### config.mk
export PLATFORM = sky130hd
export DESIGN_NAME = vga_pattern_ctrl
export DESIGN_NICKNAME = d
export VERILOG_FILES = /design/src/rtl/vga_pat_pkg.sv /design/src/rtl/vga_timing.sv /design/src/rtl/vga_pattern.sv /design/src/rtl/vga_pattern_ctrl.sv
export SDC_FILE = /design/constraint.sdc
export NUM_CORES = 1
export LEC_CHECK = 0
export ABC_CLOCK_PERIOD_IN_PS = 7930
export CORE_ASPECT_RATIO = 0.5
export CORE_UTILIZATION = 28
export DETAILED_ROUTE_END_ITERATION = 8
export REMOVE_ABC_BUFFERS = 1
export SKIP_LAST_GASP = 1
export SYNTH_ARGS = -nofsm -noshare
export SYNTH_HDL_FRONTEND = slang
export SYNTH_SLANG_ARGS = --single-unit
### constraint.sdc
create_clock -name clk_i -period 7.93 [get_ports clk_i]
set_input_delay 1.586 -clock clk_i [delete_from_list [all_inputs] [get_ports clk_i]]
set_output_delay 1.586 -clock clk_i [all_outputs]
set_load 0.05 [all_outputs]
### src/rtl/vga_pat_pkg.sv
package vga_pat_pkg;
  localparam int CW = 8;

  typedef enum logic [7:0] {
    MODE_PASS = 8'h00,
    MODE_RAMP = 8'h13,
    MODE_ALT  = 8'h21
  } mode_e;

  localparam logic [CW-1:0] GREY = 8'h80;

  typedef struct packed {
    logic [CW-1:0] r;
    logic [CW-1:0] g;
    logic [CW-1:0] b;
  } rgb_t;
endpackage

### src/rtl/vga_timing.sv
module vga_timing #(
  parameter int H_VIS  = 640,
  parameter int H_FP   = 16,
  parameter int H_SYNC = 96,
  parameter int H_BP   = 48,
  parameter int V_VIS  = 480,
  parameter int V_FP   = 10,
  parameter int V_SYNC = 2,
  parameter int V_BP   = 33,
  localparam int H_TOT = H_VIS + H_FP + H_SYNC + H_BP,
  localparam int V_TOT = V_VIS + V_FP + V_SYNC + V_BP,
  localparam int XW    = $clog2(H_TOT),
  localparam int YW    = $clog2(V_TOT)
) (
  input  logic          clk_i,
  input  logic          rst_ni,
  output logic [XW-1:0] x_o,
  output logic          h_blank_o,
  output logic          v_blank_o,
  output logic          hs_n_o,
  output logic          vs_n_o
);
  localparam logic [XW-1:0] H_LAST = XW'(H_TOT - 1);
  localparam logic [XW-1:0] H_VE   = XW'(H_VIS);
  localparam logic [XW-1:0] H_SS   = XW'(H_VIS + H_FP);
  localparam logic [XW-1:0] H_SE   = XW'(H_VIS + H_FP + H_SYNC);
  localparam logic [YW-1:0] V_LAST = YW'(V_TOT - 1);
  localparam logic [YW-1:0] V_VE   = YW'(V_VIS);
  localparam logic [YW-1:0] V_SS   = YW'(V_VIS + V_FP);
  localparam logic [YW-1:0] V_SE   = YW'(V_VIS + V_FP + V_SYNC);

  logic [XW-1:0] h_cnt;
  logic [YW-1:0] v_cnt;

  always_ff @(posedge clk_i or negedge rst_ni) begin
    if (!rst_ni) begin
      h_cnt <= '0;
      v_cnt <= '0;
    end else if (h_cnt == H_LAST) begin
      h_cnt <= '0;
      v_cnt <= (v_cnt == V_LAST) ? '0 : v_cnt + 1'b1;
    end else begin
      h_cnt <= h_cnt + 1'b1;
    end
  end

  assign x_o       = h_cnt;
  assign h_blank_o = (h_cnt >= H_VE);
  assign v_blank_o = (v_cnt >= V_VE);
  assign hs_n_o    = !((h_cnt >= H_SS) && (h_cnt < H_SE));
  assign vs_n_o    = !((v_cnt >= V_SS) && (v_cnt < V_SE));

  p_hwrap_r6: assert property (@(posedge clk_i) disable iff (!rst_ni)
    (h_cnt == H_LAST) |=> (h_cnt == '0));
  p_vhold_r7: assert property (@(posedge clk_i) disable iff (!rst_ni)
    (h_cnt != H_LAST) |=> $stable(v_cnt));
endmodule

### src/rtl/vga_pattern.sv
module vga_pattern
  import vga_pat_pkg::*;
#(
  parameter int H_VIS = 640,
  parameter int XW    = 10
) (
  input  logic [7:0]    mode_i,
  input  logic [XW-1:0] x_i,
  input  logic [7:0]    live_i,
  output rgb_t          pix_o
);
  localparam logic [XW+7:0] HV_W = (XW+8)'(H_VIS);

  logic [XW+7:0] num;
  logic [CW-1:0] ramp;
  logic [CW-1:0] lvl;

  assign num  = {x_i, 8'h00};
  assign ramp = CW'(num / HV_W);

  always_comb begin
    unique case (mode_i)
      MODE_PASS: lvl = live_i;
      MODE_RAMP: lvl = ramp;
      MODE_ALT:  lvl = x_i[0] ? 8'hFF : 8'h00;
      default:   lvl = GREY;
    endcase
    pix_o = '{r: lvl, g: lvl, b: lvl};
  end
endmodule

### src/rtl/vga_pattern_ctrl.sv
module vga_pattern_ctrl
  import vga_pat_pkg::*;
#(
  parameter int H_VIS  = 640,
  parameter int H_FP   = 16,
  parameter int H_SYNC = 96,
  parameter int H_BP   = 48,
  parameter int V_VIS  = 480,
  parameter int V_FP   = 10,
  parameter int V_SYNC = 2,
  parameter int V_BP   = 33
) (
  input  logic       clk_i,
  input  logic       rst_ni,
  input  logic [7:0] ui_i,
  output logic [7:0] uo_o,
  output logic [7:0] uio_o,
  output logic [7:0] uio_oe_o,
  output logic [7:0] red_o,
  output logic [7:0] grn_o,
  output logic [7:0] blu_o
);
  localparam int H_TOT = H_VIS + H_FP + H_SYNC + H_BP;
  localparam int XW    = $clog2(H_TOT);

  logic [7:0]    mode_q;
  logic [XW-1:0] x;
  logic          hb, vb, hs_n, vs_n;
  rgb_t          pix, pix_q;
  logic          hb_q, vb_q, hs_q, vs_q;

  // mode sampled synchronously while reset is held
  always_ff @(posedge clk_i) begin
    if (!rst_ni) mode_q <= ui_i;
  end

  vga_timing #(
    .H_VIS(H_VIS), .H_FP(H_FP), .H_SYNC(H_SYNC), .H_BP(H_BP),
    .V_VIS(V_VIS), .V_FP(V_FP), .V_SYNC(V_SYNC), .V_BP(V_BP)
  ) u_timing (
    .clk_i     (clk_i),
    .rst_ni    (rst_ni),
    .x_o       (x),
    .h_blank_o (hb),
    .v_blank_o (vb),
    .hs_n_o    (hs_n),
    .vs_n_o    (vs_n)
  );

  vga_pattern #(.H_VIS(H_VIS), .XW(XW)) u_pattern (
    .mode_i (mode_q),
    .x_i    (x),
    .live_i (ui_i),
    .pix_o  (pix)
  );

  always_ff @(posedge clk_i or negedge rst_ni) begin
    if (!rst_ni) begin
      pix_q <= '0;
      hb_q  <= 1'b1;
      vb_q  <= 1'b1;
      hs_q  <= 1'b1;
      vs_q  <= 1'b1;
    end else begin
      pix_q <= (hb || vb) ? '0 : pix;
      hb_q  <= hb;
      vb_q  <= vb;
      hs_q  <= hs_n;
      vs_q  <= vs_n;
    end
  end

  assign red_o    = pix_q.r;
  assign grn_o    = pix_q.g;
  assign blu_o    = pix_q.b;
  assign uo_o     = {hs_q, pix_q.b[6], pix_q.g[6], pix_q.r[6],
                     vs_q, pix_q.b[7], pix_q.g[7], pix_q.r[7]};
  assign uio_o    = {6'b0, hb_q, vb_q};
  assign uio_oe_o = 8'h03;

  p_mode_hold_r1: assert property (@(posedge clk_i) disable iff (!rst_ni)
    rst_ni |=> $stable(mode_q));
  p_blank_black_r8: assert property (@(posedge clk_i) disable iff (!rst_ni)
    (hb_q || vb_q) |-> (pix_q == '0));
  p_hsync_in_blank_r6: assert property (@(posedge clk_i) disable iff (!rst_ni)
    !hs_q |-> hb_q);
  p_vsync_in_blank_r7: assert property (@(posedge clk_i) disable iff (!rst_ni)
    !vs_q |-> vb_q);
endmodule

==> results.cfg <==
[grt]
grt_pass1_vias = 3622
grt_max_degree = 34
grt_pass1_wl_um = 18950
antenna_found_initial = 0
grt-ovfl-total = 0
globalRouteTotalUtil = 0.1512

[placed_design]
place_hpwl_um = 8775
place_congestion = 0.9194
port_buffers = 43
pre_cts_slack_ns = 0.7633

[cts]
cts_resized = 0
clockRootBuffer = clkbuf_16
numCtsBuffers = 5
clk_pin_slew_worst_paths_ns = 0.06
clockBufferDepth = 2
cts_hold_buf = 0
h-tree-depth = 2
cts_tree = yes
cts_sinks = 40
clock_latency_ns = 0.28
cts_setup_buffers = 0

[finish]
utilization = 0.3262
fin_nets = 555
diodes = 0
register_area_um2 = 1046
drive_above_1_share = 0.09108
fillers = 1557
area_growth_pct = 12.08
multi_input_area_um2 = 2751

[logic_synthesis]
synth_top_family_by_area = compound AO/OA/AOI/OAI gates
synth_area_um2 = 4267
synthFlopType = dfrtp_1
synthMuxAreaShare = 0.007038
synth_top_area_frac = 0.1642
synth_warnings = 0
synth_common_cells = nand2_1, buf_4, nor2_1
yosys.area.top_type = dfrtp_1
yosys.area_share.simple = 0.2745
synthTopCellsByArea = dfrtp_1, buf_4, edfxtp_1
syn_avg_cell_area_um2 = 7.930
synth_edf_count = 8
synth_xor_area_frac = 0.04721
synth-compound-area-share = 0.2804
synthAdderAreaFrac = 0.02346
yosysMostFrequentCell = nand2_1
synth-seq-cells = 40
ys_seq_area_frac = 0.2452
synthArstFlopShare = 0.8000
synthCells = 538
netlist-cell-type-count = 85

[critical_path]
critPathMaxFanout = 13
reg2reg_to = blu_o[0]
critical_path_class = reg -> reg
r2r-start = u_timing.x_o[0]
worst_setup_path_start_kind = flop
ff2ff_setup_slack_ns = 0.68
required_ns = 8.10
setup.worst_path.end_class = flop
cp_data_arrival_time_ns = 7.41
ff2ff_path_depth = 25

[sta]
slew_violations = 0
slew_headroom = 0.4951
layout_setup_ws_ns = 0.6816
worst_pin_slew_ns = 0.7505
tns_ns = 0
finalCritPeriodShare = 0.9140
final.setup_skew_ns = 0.004636
finalCriticalPeriod_ns = 7.248
grt_setup_unrepaired = false
hold_violations = 0
finalSetupViolCount = 0
hold_slack_ns = 0.4988
max_clock_freq_mhz = 138.0

[min_path]
min_from = u_timing.v_cnt[1]
hp-class = reg -> reg
hold_path_end = vs_q
hold_depth = 1

[power]
vdd_drop_max_v = 0.00006528
p_leak_nw = 1.838
power.density_nw_per_um2 = 99.41

[floorplanning]
die-area_um2 = 15770
die_w_um = 176.6
num_rows = 31
start_util = 0.2910
boundaryPins = 58
core_um2 = 14660
die_y_um = 89.29

[drt]
firstDrtPassIters = 5
ant_nets = 0
wl_per_cell_um = 15.90
dr_total_vias = 4063
first_iter_violations = 267
wl_um = 11700
drc_errors = 0
via_per_inst = 5.520

[status]
status = finished, final reports clean

[run]
cap_violations = 0
==> layer usage <==
layer,global-route usage,wire length (um),up-vias
li1,-,-,1971
met1,0.2212,5962,1921
met2,0.2389,4934,158
met3,0.01446,658,13
met4,0.03762,146,0
met5,0,0,-
==> flip-flops by register name, indices dropped and copies added, names as in the netlist <==
name            count
u_timing.v_cnt     10
vs_q                1
mode_q              8
vb_q                1
hs_q                1
u_timing.x_o       10
hb_q                1
blu_o               8
==> report_power, final <==
group	switching [mW]	internal, mW
registers	0.00166	0.214
logic	0.0236	0.00607
clock network	0.0822	0.148
total	0.107	0.368
==> critical path, stage by stage (launching register included) <==
cell and delay (ns):
dfrtp_1 0.55, inv_1 0.20, ha_1 0.29, nor2b_1 0.26, a211oi_1 0.14, or4_1 0.71
and4_4 0.25, or3_1 0.36, o211a_1 0.42, o32a_1 0.44, o32ai_4 0.35, nor3_1 0.10
and4_1 0.23, nor4_1 0.35, or3_1 0.20, nand3_1 0.10, a21oi_1 0.25, xnor2_1 0.23
ha_1 0.27, inv_1 0.05, a32o_1 0.21, a221o_1 0.33, a221oi_2 0.29, a21oi_1 0.11
o211a_1 0.22, o31a_1 0.23
==> through the flow <==
step | power [mW] | instance area (um^2) | instances
global placement | 0.2494 | 4618 | 728
CTS | 0.4798 | 4782 | 736
floorplan | 0.2373 | 3872 | 478
detailed placement | 0.2493 | 4618 | 728
finish | 0.4754 | 4782 | 736
global route | 0.4914 | 4782 | 736
==> placed cells by master (no fill, tap or decap), types with 4 or more instances in the layout <==
cell type         n
nor4_1           12
a21o_1            8
nand3_1          22
o21a_1            4
clkdlybuf4s50_1  43
a41oi_1           4
a31oi_1          11
a211oi_1          9
inv_1            16
dfstp_2           4
and4_1            4
dfrtp_1          28
nand4_1           9
edfxtp_1          8
ha_1              8
nand2b_1         11
o211a_1           4
o21ai_0          26
xnor2_1          20
nor2_1           35
or3_1             8
nand2_1          44
o22ai_1           4
or2_2             8
or4_1             5
and2_1            7
buf_4             9
and3_1            9
a21oi_1          24
conb_1           14
nor2b_1           6
o211ai_1          6
clkbuf_16         5
nor3_1           11
==> how the worst max path moves through the flow <==
stage	startpoint	endpoint	slack, ns	depth (start not counted)
3_3_place_gp	u_timing.x_o[1]	blu_o[0]	0.83	26
6_report	u_timing.x_o[0]	blu_o[0]	0.68	25
4_1_cts	u_timing.x_o[0]	blu_o[0]	0.74	26
3_5_place_dp	u_timing.x_o[0]	blu_o[0]	0.76	26
5_1_grt	u_timing.x_o[1]	blu_o[0]	0.17	25
2_1_floorplan	u_timing.x_o[1]	blu_o[0]	0.21	25
==> area by class of cell <==
type                       count  share of cell area
tap                          198             0.05181
sequential                    40              0.2187
clock inverter                 2            0.007326
multi-input combinational    418              0.5754
clock buffer                   6             0.02695
inverter                      20             0.01570
timing repair buffer          52              0.1041
==> cell families after synthesis <==
| family | Yosys count |
|---|---|
| muxes | 3 |
| DFF | 40 |
| other | 2 |
| and+or+nand+nor | 209 |
| xor gates and xnor gates | 23 |
| AOI/OAI and AO/OA | 161 |
| buffers and inverters | 92 |
| adders and majority gates | 8 |
Power figures use the tool's default switching activity.
